--- src/rtl/spif_pkg.sv ---
package spif_pkg;
  localparam logic [3:0] OFS_OPCODE = 4'h0;
  localparam logic [3:0] OFS_COUNTS = 4'h1;
  localparam logic [3:0] OFS_CTRL   = 4'h2;
  localparam logic [3:0] OFS_STAT   = 4'h3;
  localparam logic [3:0] OFS_DATA   = 4'hC;
  localparam logic [3:0] OFS_PTR    = 4'hD;

  localparam int CTRL_GO_BIT  = 0;
  localparam int CTRL_CLR_BIT = 4;

  typedef enum logic [1:0] {
    ENG_IDLE  = 2'd0,
    ENG_SHIFT = 2'd1,
    ENG_GAP   = 2'd2
  } eng_state_t;
endpackage

--- src/rtl/spif_fifo.sv ---
module spif_fifo #(
  parameter int DEPTH = 8,
  parameter int W     = 8,
  parameter int PW    = $clog2(DEPTH)
) (
  input  logic          clk,
  input  logic          rst,
  input  logic          ptr_clr,
  input  logic          bus_wr,
  input  logic          bus_rd,
  input  logic [W-1:0]  bus_wdata,
  output logic [W-1:0]  bus_rdata,
  output logic [PW-1:0] ptr,
  input  logic [PW-1:0] eng_ridx,
  output logic [W-1:0]  eng_rdata,
  input  logic          eng_wr,
  input  logic [PW-1:0] eng_widx,
  input  logic [W-1:0]  eng_wdata
);
  logic [W-1:0] mem [DEPTH];

  always_ff @(posedge clk) begin
    if (eng_wr)      mem[eng_widx] <= eng_wdata;
    else if (bus_wr) mem[ptr]      <= bus_wdata;
  end

  always_ff @(posedge clk) begin
    if (rst || ptr_clr)      ptr <= '0;
    else if (bus_wr || bus_rd) ptr <= ptr + 1'b1;
  end

  assign bus_rdata = mem[ptr];
  assign eng_rdata = mem[eng_ridx];

  a_r9_ptr_wrap: assert property (@(posedge clk) disable iff (rst)
    (bus_wr && !ptr_clr && ptr == PW'(DEPTH-1)) |=> (ptr == '0));
endmodule

--- src/rtl/spif_shifter.sv ---
module spif_shifter
  import spif_pkg::*;
#(
  parameter int DIV = 2,
  parameter int PW  = 3
) (
  input  logic          clk,
  input  logic          rst,
  input  logic          start,
  input  logic [7:0]    opcode,
  input  logic [3:0]    tx_cnt,
  input  logic [3:0]    rx_cnt,
  output logic          busy,
  output logic [PW-1:0] fifo_ridx,
  input  logic [7:0]    fifo_rdata,
  output logic          fifo_wr,
  output logic [PW-1:0] fifo_widx,
  output logic [7:0]    fifo_wdata,
  output logic          sck,
  output logic          cs_n,
  output logic          mosi,
  input  logic          miso
);
  localparam int CW = $clog2(4*DIV) + 1;

  eng_state_t   st;
  logic [CW-1:0] div_cnt;
  logic [3:0]   bit_cnt;
  logic [4:0]   byte_idx, total, nxt;
  logic [3:0]   tx_n;
  logic [7:0]   tx_sh, rx_sh;
  logic         tick, byte_end;

  assign tick      = (st == ENG_SHIFT) && (div_cnt == CW'(DIV-1));
  assign byte_end  = tick && sck && (bit_cnt == 4'd8);
  assign nxt       = byte_idx + 5'd1;
  assign fifo_ridx = byte_idx[PW-1:0];
  assign fifo_widx = PW'(byte_idx - 5'd1);
  assign fifo_wr   = byte_end && (byte_idx > {1'b0, tx_n});
  assign fifo_wdata = rx_sh;
  assign busy      = (st != ENG_IDLE);

  always_ff @(posedge clk) begin
    if (rst) begin
      st <= ENG_IDLE; div_cnt <= '0; bit_cnt <= '0; byte_idx <= '0;
      total <= '0; tx_n <= '0; tx_sh <= '0; rx_sh <= '0;
      sck <= 1'b0; cs_n <= 1'b1; mosi <= 1'b0;
    end else begin
      case (st)
        ENG_IDLE: if (start) begin
          st       <= ENG_SHIFT;
          cs_n     <= 1'b0;
          tx_sh    <= opcode;
          mosi     <= opcode[7];
          byte_idx <= '0;
          bit_cnt  <= '0;
          div_cnt  <= '0;
          tx_n     <= tx_cnt;
          total    <= 5'd1 + {1'b0, tx_cnt} + {1'b0, rx_cnt};
        end
        ENG_SHIFT: begin
          if (!tick) begin
            div_cnt <= div_cnt + 1'b1;
          end else begin
            div_cnt <= '0;
            if (!sck) begin
              sck     <= 1'b1;
              rx_sh   <= {rx_sh[6:0], miso};
              bit_cnt <= bit_cnt + 4'd1;
            end else begin
              sck <= 1'b0;
              if (bit_cnt == 4'd8) begin
                bit_cnt  <= '0;
                byte_idx <= nxt;
                if (nxt == total) begin
                  st   <= ENG_GAP;
                  cs_n <= 1'b1;
                  mosi <= 1'b0;
                end else if (nxt <= {1'b0, tx_n}) begin
                  tx_sh <= fifo_rdata;
                  mosi  <= fifo_rdata[7];
                end else begin
                  tx_sh <= '0;
                  mosi  <= 1'b0;
                end
              end else begin
                tx_sh <= {tx_sh[6:0], 1'b0};
                mosi  <= tx_sh[6];
              end
            end
          end
        end
        ENG_GAP: begin
          if (div_cnt == CW'(4*DIV-1)) begin
            st      <= ENG_IDLE;
            div_cnt <= '0;
          end else begin
            div_cnt <= div_cnt + 1'b1;
          end
        end
        default: st <= ENG_IDLE;
      endcase
    end
  end

  a_r10_sck_idle_low: assert property (@(posedge clk) disable iff (rst)
    cs_n |-> !sck);
  a_r2_mosi_hold_high_sck: assert property (@(posedge clk) disable iff (rst)
    (!cs_n && sck && $past(sck) && !$past(rst)) |-> $stable(mosi));
  a_r10_gap_busy: assert property (@(posedge clk) disable iff (rst)
    $rose(cs_n) |-> busy);
endmodule

--- src/rtl/spi_flash_cmd_engine.sv ---
module spi_flash_cmd_engine
  import spif_pkg::*;
#(
  parameter int DIV   = 2,
  parameter int DEPTH = 8
) (
  input  logic       clk,
  input  logic       rst,
  input  logic       wr_en,
  input  logic       rd_en,
  input  logic [3:0] addr,
  input  logic [7:0] wdata,
  output logic [7:0] rdata,
  output logic       sck,
  output logic       cs_n,
  output logic       mosi,
  input  logic       miso
);
  localparam int PW = $clog2(DEPTH);

  logic [7:0]    op_q, cnt_q;
  logic          busy, start, ptr_clr, d_wr, d_rd;
  logic [7:0]    fifo_bus_q, eng_rdata, eng_wdata;
  logic [PW-1:0] ptr, eng_ridx, eng_widx;
  logic          eng_wr;

  assign start   = wr_en && addr == OFS_CTRL && wdata[CTRL_GO_BIT] && !busy;
  assign ptr_clr = wr_en && addr == OFS_CTRL && wdata[CTRL_CLR_BIT];
  assign d_wr    = wr_en && addr == OFS_DATA && !busy;
  assign d_rd    = rd_en && addr == OFS_DATA;

  always_ff @(posedge clk) begin
    if (rst) begin
      op_q  <= '0;
      cnt_q <= '0;
    end else if (wr_en && !busy) begin
      if (addr == OFS_OPCODE) op_q  <= wdata;
      if (addr == OFS_COUNTS) cnt_q <= wdata;
    end
  end

  always_ff @(posedge clk) begin
    if (rst) rdata <= '0;
    else if (rd_en) begin
      case (addr)
        OFS_OPCODE: rdata <= op_q;
        OFS_COUNTS: rdata <= cnt_q;
        OFS_CTRL:   rdata <= {7'd0, busy};
        OFS_STAT:   rdata <= {busy, 7'd0};
        OFS_DATA:   rdata <= fifo_bus_q;
        OFS_PTR:    rdata <= 8'(ptr);
        default:    rdata <= '0;
      endcase
    end
  end

  spif_fifo #(.DEPTH(DEPTH), .W(8), .PW(PW)) u_fifo (
    .clk(clk), .rst(rst), .ptr_clr(ptr_clr),
    .bus_wr(d_wr), .bus_rd(d_rd), .bus_wdata(wdata), .bus_rdata(fifo_bus_q),
    .ptr(ptr), .eng_ridx(eng_ridx), .eng_rdata(eng_rdata),
    .eng_wr(eng_wr), .eng_widx(eng_widx), .eng_wdata(eng_wdata)
  );

  spif_shifter #(.DIV(DIV), .PW(PW)) u_shift (
    .clk(clk), .rst(rst), .start(start),
    .opcode(op_q), .tx_cnt(cnt_q[3:0]), .rx_cnt(cnt_q[7:4]), .busy(busy),
    .fifo_ridx(eng_ridx), .fifo_rdata(eng_rdata),
    .fifo_wr(eng_wr), .fifo_widx(eng_widx), .fifo_wdata(eng_wdata),
    .sck(sck), .cs_n(cs_n), .mosi(mosi), .miso(miso)
  );

  a_r3_cs_implies_busy: assert property (@(posedge clk) disable iff (rst)
    !cs_n |-> busy);
  a_r8_opcode_hold: assert property (@(posedge clk) disable iff (rst)
    (busy && wr_en && addr == OFS_OPCODE) |=> $stable(op_q));
  a_r8_ptr_hold: assert property (@(posedge clk) disable iff (rst)
    (busy && wr_en && addr == OFS_DATA && !rd_en) |=> $stable(ptr));
endmodule

--- config.mk ---
export PLATFORM = sky130hd
export DESIGN_NAME = spi_flash_cmd_engine
export DESIGN_NICKNAME = d
export VERILOG_FILES = /design/src/rtl/spif_pkg.sv /design/src/rtl/spif_fifo.sv /design/src/rtl/spif_shifter.sv /design/src/rtl/spi_flash_cmd_engine.sv
export SDC_FILE = /design/constraint.sdc
export NUM_CORES = 1
export LEC_CHECK = 0
export ABC_AREA = 1
export BUFFER_PORTS_ARGS = -buffer_cell sky130_fd_sc_hd__buf_2
export CELL_PAD_IN_SITES_DETAIL_PLACEMENT = 0
export CELL_PAD_IN_SITES_GLOBAL_PLACEMENT = 1
export CORE_ASPECT_RATIO = 0.75
export CORE_MARGIN = 2
export CORE_UTILIZATION = 35
export CTS_CLUSTER_SIZE = 20
export DETAILED_ROUTE_END_ITERATION = 10
export HOLD_SLACK_MARGIN = 0.08
export PLACE_DENSITY = 0.71
export RECOVER_POWER = 100
export REMOVE_ABC_BUFFERS = 1
export SLEW_MARGIN = 5
export SYNTH_ARGS = -nofsm -noshare
export SYNTH_HDL_FRONTEND = slang
export SYNTH_HIERARCHICAL = 1
export SYNTH_SLANG_ARGS = --single-unit
--- constraint.sdc ---
create_clock -name clk -period 7.4 [get_ports clk]
set_clock_uncertainty 0.05 [all_clocks]
set_input_delay 1.11 -clock clk [delete_from_list [all_inputs] [get_ports clk]]
set_output_delay 1.11 -clock clk [all_outputs]
set_load 0.05 [all_outputs]
[Yosys cells after proc, flatten, opt, wreduce, memory -nomap -nowiden]
Memory sizes are Yosys's and may differ from the RTL's. A register that Yosys moved wholly into a read port is not among the register bits.
Index checks and enable logic that the tools add are counted.
Word-level totals
  RAM bits: 64
  input port bits: 17
  memories kept: 1
  logic and storage cells: 132
  flip-flop bits (word level): 69
  output and inout bits: 11
Memories
  u_fifo.mem: words 8, bits a word 8, read ports 2, clocked after memory_dff 2, write ports 1, line spif_fifo.sv:20  | logic [W-1:0] mem [DEPTH];
Cells by class
  eq/ne operators: 19
  reduce and logical (&&, ||, !) cells: 33
  multiplexer cells: 54
  order comparisons: 2
  bitwise operators: 1
  add/subtract/negate cells: 7
Operators with widths (count)
  $pmux W8 S6: 1
  $mux W7: 6
  $mux W4: 6
  $mux W5: 4
  $mux W1: 18
  $mux W3: 5
  $pmux W7 S2: 1
  $eq A4 B4 Y1 const B: 3
  $logic_and A1 B1 Y1: 12
  $mux W2: 6
  $pmux W4 S3: 1
  $reduce_and A6 Y1: 2
  $pmux W5 S2: 1
  $reduce_and A2 Y1: 5
  $reduce_and A5 Y1: 2
  $add A4 B1 Y4 const B: 2
  $eq A4 B1 Y1 const B: 2
  $eq A4 B2 Y1 const B: 2
  $mux W8: 1
  $pmux W4 S2: 1
  $reduce_and A4 Y1: 2
  $reduce_or A8 Y1: 1
  $ne A2 B1 Y1 const B: 3
  $ne A2 B2 Y1 const B: 3
  22 further kinds: 26

[Logic depth before layout (Yosys ltp)]
  depth in word-level cells: 9
  depth in mapped cells: 16
  mapped depth without buffers: 16

[By module]
Netlist, hierarchy kept.
By module, submodules not included
  spif_fifo: cells each 508, seq. area each 2042.0 um^2, times used 1, area an instance 3910.0 um^2
  spif_shifter: cells each 350, seq. area each 840.8 um^2, times used 1, area an instance 2506.2 um^2
  spi_flash_cmd_engine: cells each 169, seq. area each 480.5 um^2, times used 1, area an instance 1229.9 um^2

[Worst setup path after synthesis]
No wires, ideal clock.
  path kind: input port to flip-flop
  start point: input port wr_en
  end point: memory u_fifo.mem[0][0] (enable)
  setup time: 0.370 ns
  path buffers: 2
  stages: 10
  path slack: 4.425 ns
  arrival: 2.554 ns
  path through: inv_1 nor2_2 buf_2 inv_1 nor2_1 nand2_2 buf_6 o21ai_2 nand2_1 nor2_1
Between the ends
  word-level cells in the longest chain between the ends: 7
RTL lines
  from (decl): line spi_flash_cmd_engine.sv:9  | input logic wr_en,
  $logic_and A1 B1 Y1 (*) (2 in a row): line spi_flash_cmd_engine.sv:29  | assign d_wr = wr_en && addr == OFS_DATA && !busy;
  via d_wr: line spi_flash_cmd_engine.sv:22  | logic busy, start, ptr_clr, d_wr, d_rd;
  $mux W1 (*): line spif_fifo.sv:24  | else if (bus_wr) mem[ptr] <= bus_wdata;
  $mux W1 (*): line spif_fifo.sv:23  | if (eng_wr) mem[eng_widx] <= eng_wdata;
  $mux W1 (not written as such) (*): line spif_fifo.sv:24
  $reduce_or A8 Y1 (no source line)
  $mux W3 (no source line) or $mux W1 (tied branches)
  to (decl): line spif_fifo.sv:20
Mark *: on every way through the listed nets, which the timed path passes. The rest lies on a longest branch.

==> impl_metrics.py <==
metrics = {
    "outcome": {
        "status": "finished with violations",
        "violations": "capacitance limit, slew limit",
    },
    "worst_hold_path": {
        "min_path_type": "reg2reg",
    },
    "timing": {
        "final_hold_viol_count": 0,
        "fmax_mhz": 223,
        "maxSlewHeadroom": -0.105,
        "post-route-min-period_ps": 4490,
        "setup_ws_ps": 2910,
        "fin_crit_sh": 0.607,
        "setup_tns_ps": 0,
        "fin_hold_ws_ps": 423,
        "grt_setup_unrepaired": "false",
        "setup-violations-final": 0,
        "slew_viol_final": 34,
        "tightest_slew_ps": 1660,
    },
    "synthesis": {
        "ys_ff_latch": 136,
        "synth-edff-count": 64,
        "synthCells": 1027,
        "synth_cell_types": 43,
        "synthSimpleGateAreaFrac": 0.332,
        "synth-seq-area-share": 0.440,
        "synth_flop_cell": "dfxtp_1",
        "synth_mux_area_frac": 0,
        "synth_top_family_by_area": "simple AND/OR/NAND/NOR gates",
        "synthAdderAreaFrac": 0.0403,
        "synthArstFlopShare": 0,
        "synth-compound-area-share": 0.0761,
        "synth-xor-area-share": 0.00458,
        "syn_avg_cell_area_sq_um": 7.45,
        "syn_area_sq_mm": 0.00765,
        "yosys_warnings": 6,
    },
    "critical_path": {
        "cp_max_fo": 33,
        "max_stage_delay_ps": 1670,
        "critPathLaunchType": "register",
        "cpMostUsedCell": "nand2_1",
        "critical_path_class": "reg2reg",
        "crit_buf_inv": 3,
        "critical_path.slowest_cell": "clkinvlp_2",
        "critical_path.endpoint_type": "register",
        "worst-endpoint-arrival_ps": 4790,
        "crit_chain": "clkbuf_1 > clkinvlp_2 > nand2_1 > nand3_1 > nand2_1 > nand2_1 > nand2_1 > inv_1 > o21ai_0 > o21ai_1 > a21oi_1",
        "critical_path_required_ps": 7700,
        "crit_family": "buffers and inverters",
    },
    "pwr": {
        "p_leak_nw": 3.74,
        "power_w": 0.00188,
        "peakVddDrop_mv": 0.130,
        "power.density_mw_per_mm2": 223,
    },
    "grt": {
        "gr-usage-all-layers": 0.215,
        "grt_max_degree": 41,
        "grt_first_pass_wirelength_um": 37300,
        "antenna_found_initial": 0,
        "gr-total-overflow": 0,
        "grt_pass1_vias": 6078,
    },
    "routing": {
        "wl_met1_um": 12800,
        "wl_met3_um": 2300,
        "drt_iter0_markers": 797,
        "vias": 6737,
        "first_pass_iters": 5,
        "wirelength_um": 24300,
        "wl_per_cell_um": 18.2,
        "wl_met2_um": 8930,
        "via_per_inst": 5.04,
        "top_layer_used": "met4",
        "drc": 0,
        "detail-route-antenna-nets": 0,
    },
    "floorplanning": {
        "rows": 46,
        "die-area_sq_mm": 0.0231,
        "die_y_um": 132,
        "die_x_um": 175,
        "fp.coreArea_sq_mm": 0.0213,
        "initial_core_util": 0.359,
        "ioPinCount": 28,
    },
    "place": {
        "post-place-ws_ps": 3110,
        "gp_congestion": 0.903,
        "hpwl_um": 17800,
        "port_buffers": 27,
        "dp.cells": 1305,
    },
    "clock_network": {
        "postCtsSetupRepairBufs": 0,
        "clk_pin_slew_ps": 70,
        "cts_sinks": 136,
        "clock_path_buffers": 2,
        "hold_buffers": 0,
        "htree_levels": 4,
        "cts_resized": 0,
        "cts_tree": "done",
        "clock_latency_ps": 430,
        "cts_buffers": 17,
        "clockRootBuffer": "clkbuf_16",
    },
    "run": {
        "maxCapViolCount": 1,
    },
    "cells_and_area": {
        "drive_gt1_frac": 0.0839,
        "num_antenna_cells": 0,
        "nNetsFinal": 1077,
        "finalNonFillerCells": 1337,
        "area.growth.synth_to_final_pct": 9.95,
        "fillers": 2225,
    },
}
synthesized netlist by cell type (9+ instances only):
cell type / n / area share
buf_4: 16 / 0.016
buf_2: 11 / 0.0072
inv_1: 116 / 0.057
ha_1: 23 / 0.038
buf_6: 9 / 0.013
a21oi_1: 54 / 0.035
nor2_1: 56 / 0.027
dfxtp_1: 72 / 0.19
o21ai_0: 28 / 0.018
nand4_1: 13 / 0.011
edfxtp_1: 64 / 0.25
nand3_1: 113 / 0.074
nand2_1: 358 / 0.18
inv_2: 15 / 0.0074
kinds of logic (layout without fill, tap and decap cells):
family          Yosys count  after routing
fa+ha+maj                24             24
flops                   136            136
buf+inv                 179            201
simple gates            578            578
compound gates          106            106
xor+xnor                  4              4
sequential cells by signal, summed over array words and instances (netlist names), named ones only:
register / flops
u_shift/fifo_wdata: 8
u_shift/bit_cnt: 4
u_shift/tx_n: 4
cnt_q: 8
u_shift/tx_sh: 7
u_shift/byte_idx: 5
u_shift/st: 2
u_shift/cs_n: 1
u_shift/mosi: 1
u_fifo/mem: 64
u_shift/div_cnt: 4
op_q: 8
rdata: 8
u_fifo/ptr: 3
u_shift/total: 5
u_shift/sck: 1
cell type report:
class,instances,area (sq um),share of cell area
multi-input cells,712,3370,0.401
clock buffers,17,425,0.0506
flip-flops and latches,136,3360,0.400
inverters,137,522,0.0621
well taps,288,360,0.0429
repair buffers,32,155,0.0185
clock inverters,15,206,0.0246
final timing paths:
| path | start | to | slack (ps) | cells after the start |
|---|---|---|---|---|
| worst min register to register | rdata[5] | rdata[5] | 420 | 2 |
| worst min-delay path | rdata[5] | rdata[5] | 420 | 2 |
| worst max register to register | register | rdata[1] | 2910 | 11 |
| worst max-delay path | register | rdata[1] | 2910 | 11 |
cell usage in the layout, fill, tap and decap left out, types with 4 or more instances in the layout:
master	count
nor2_2	5
clkbuf_16	17
a21oi_1	56
o21ai_0	33
buf_2	16
nand2_1	360
nand4_1	13
nand3_2	6
inv_2	8
nor2_1	60
o21ai_1	5
nand3_1	117
clkbuf_1	12
nand2_2	5
inv_6	6
dfxtp_1	72
ha_1	23
buf_4	4
inv_1	123
edfxtp_1	64
tightest hold or removal path, cell delays in order (launching register included):
cell and delay (ps):
dfxtp_1 310, nand2_1 60, a21oi_1 50
stage by stage:
stage               area (sq um)   util
global route                8410  0.395
global placement            7880  0.370
CTS                         8510  0.400
detailed placement          7880  0.370
finish                      8410  0.395
floorplan                   7350      -
where the power goes:
part	total, W	leakage (nW)	internal (W)	switching [W]
sequential	0.000810	1.28	0.000797	0.0000128
clock	0.000917	0.312	0.000546	0.000370
combinational	0.000150	2.15	0.0000394	0.000110
layer usage:
layer	track usage	vias to the layer above
met2	0.261	266
met4	0.0514	0
met1	0.350	3151
li1	-	3305
met3	0.0689	15
met5	0	-
(Power assumes the default switching activity.)
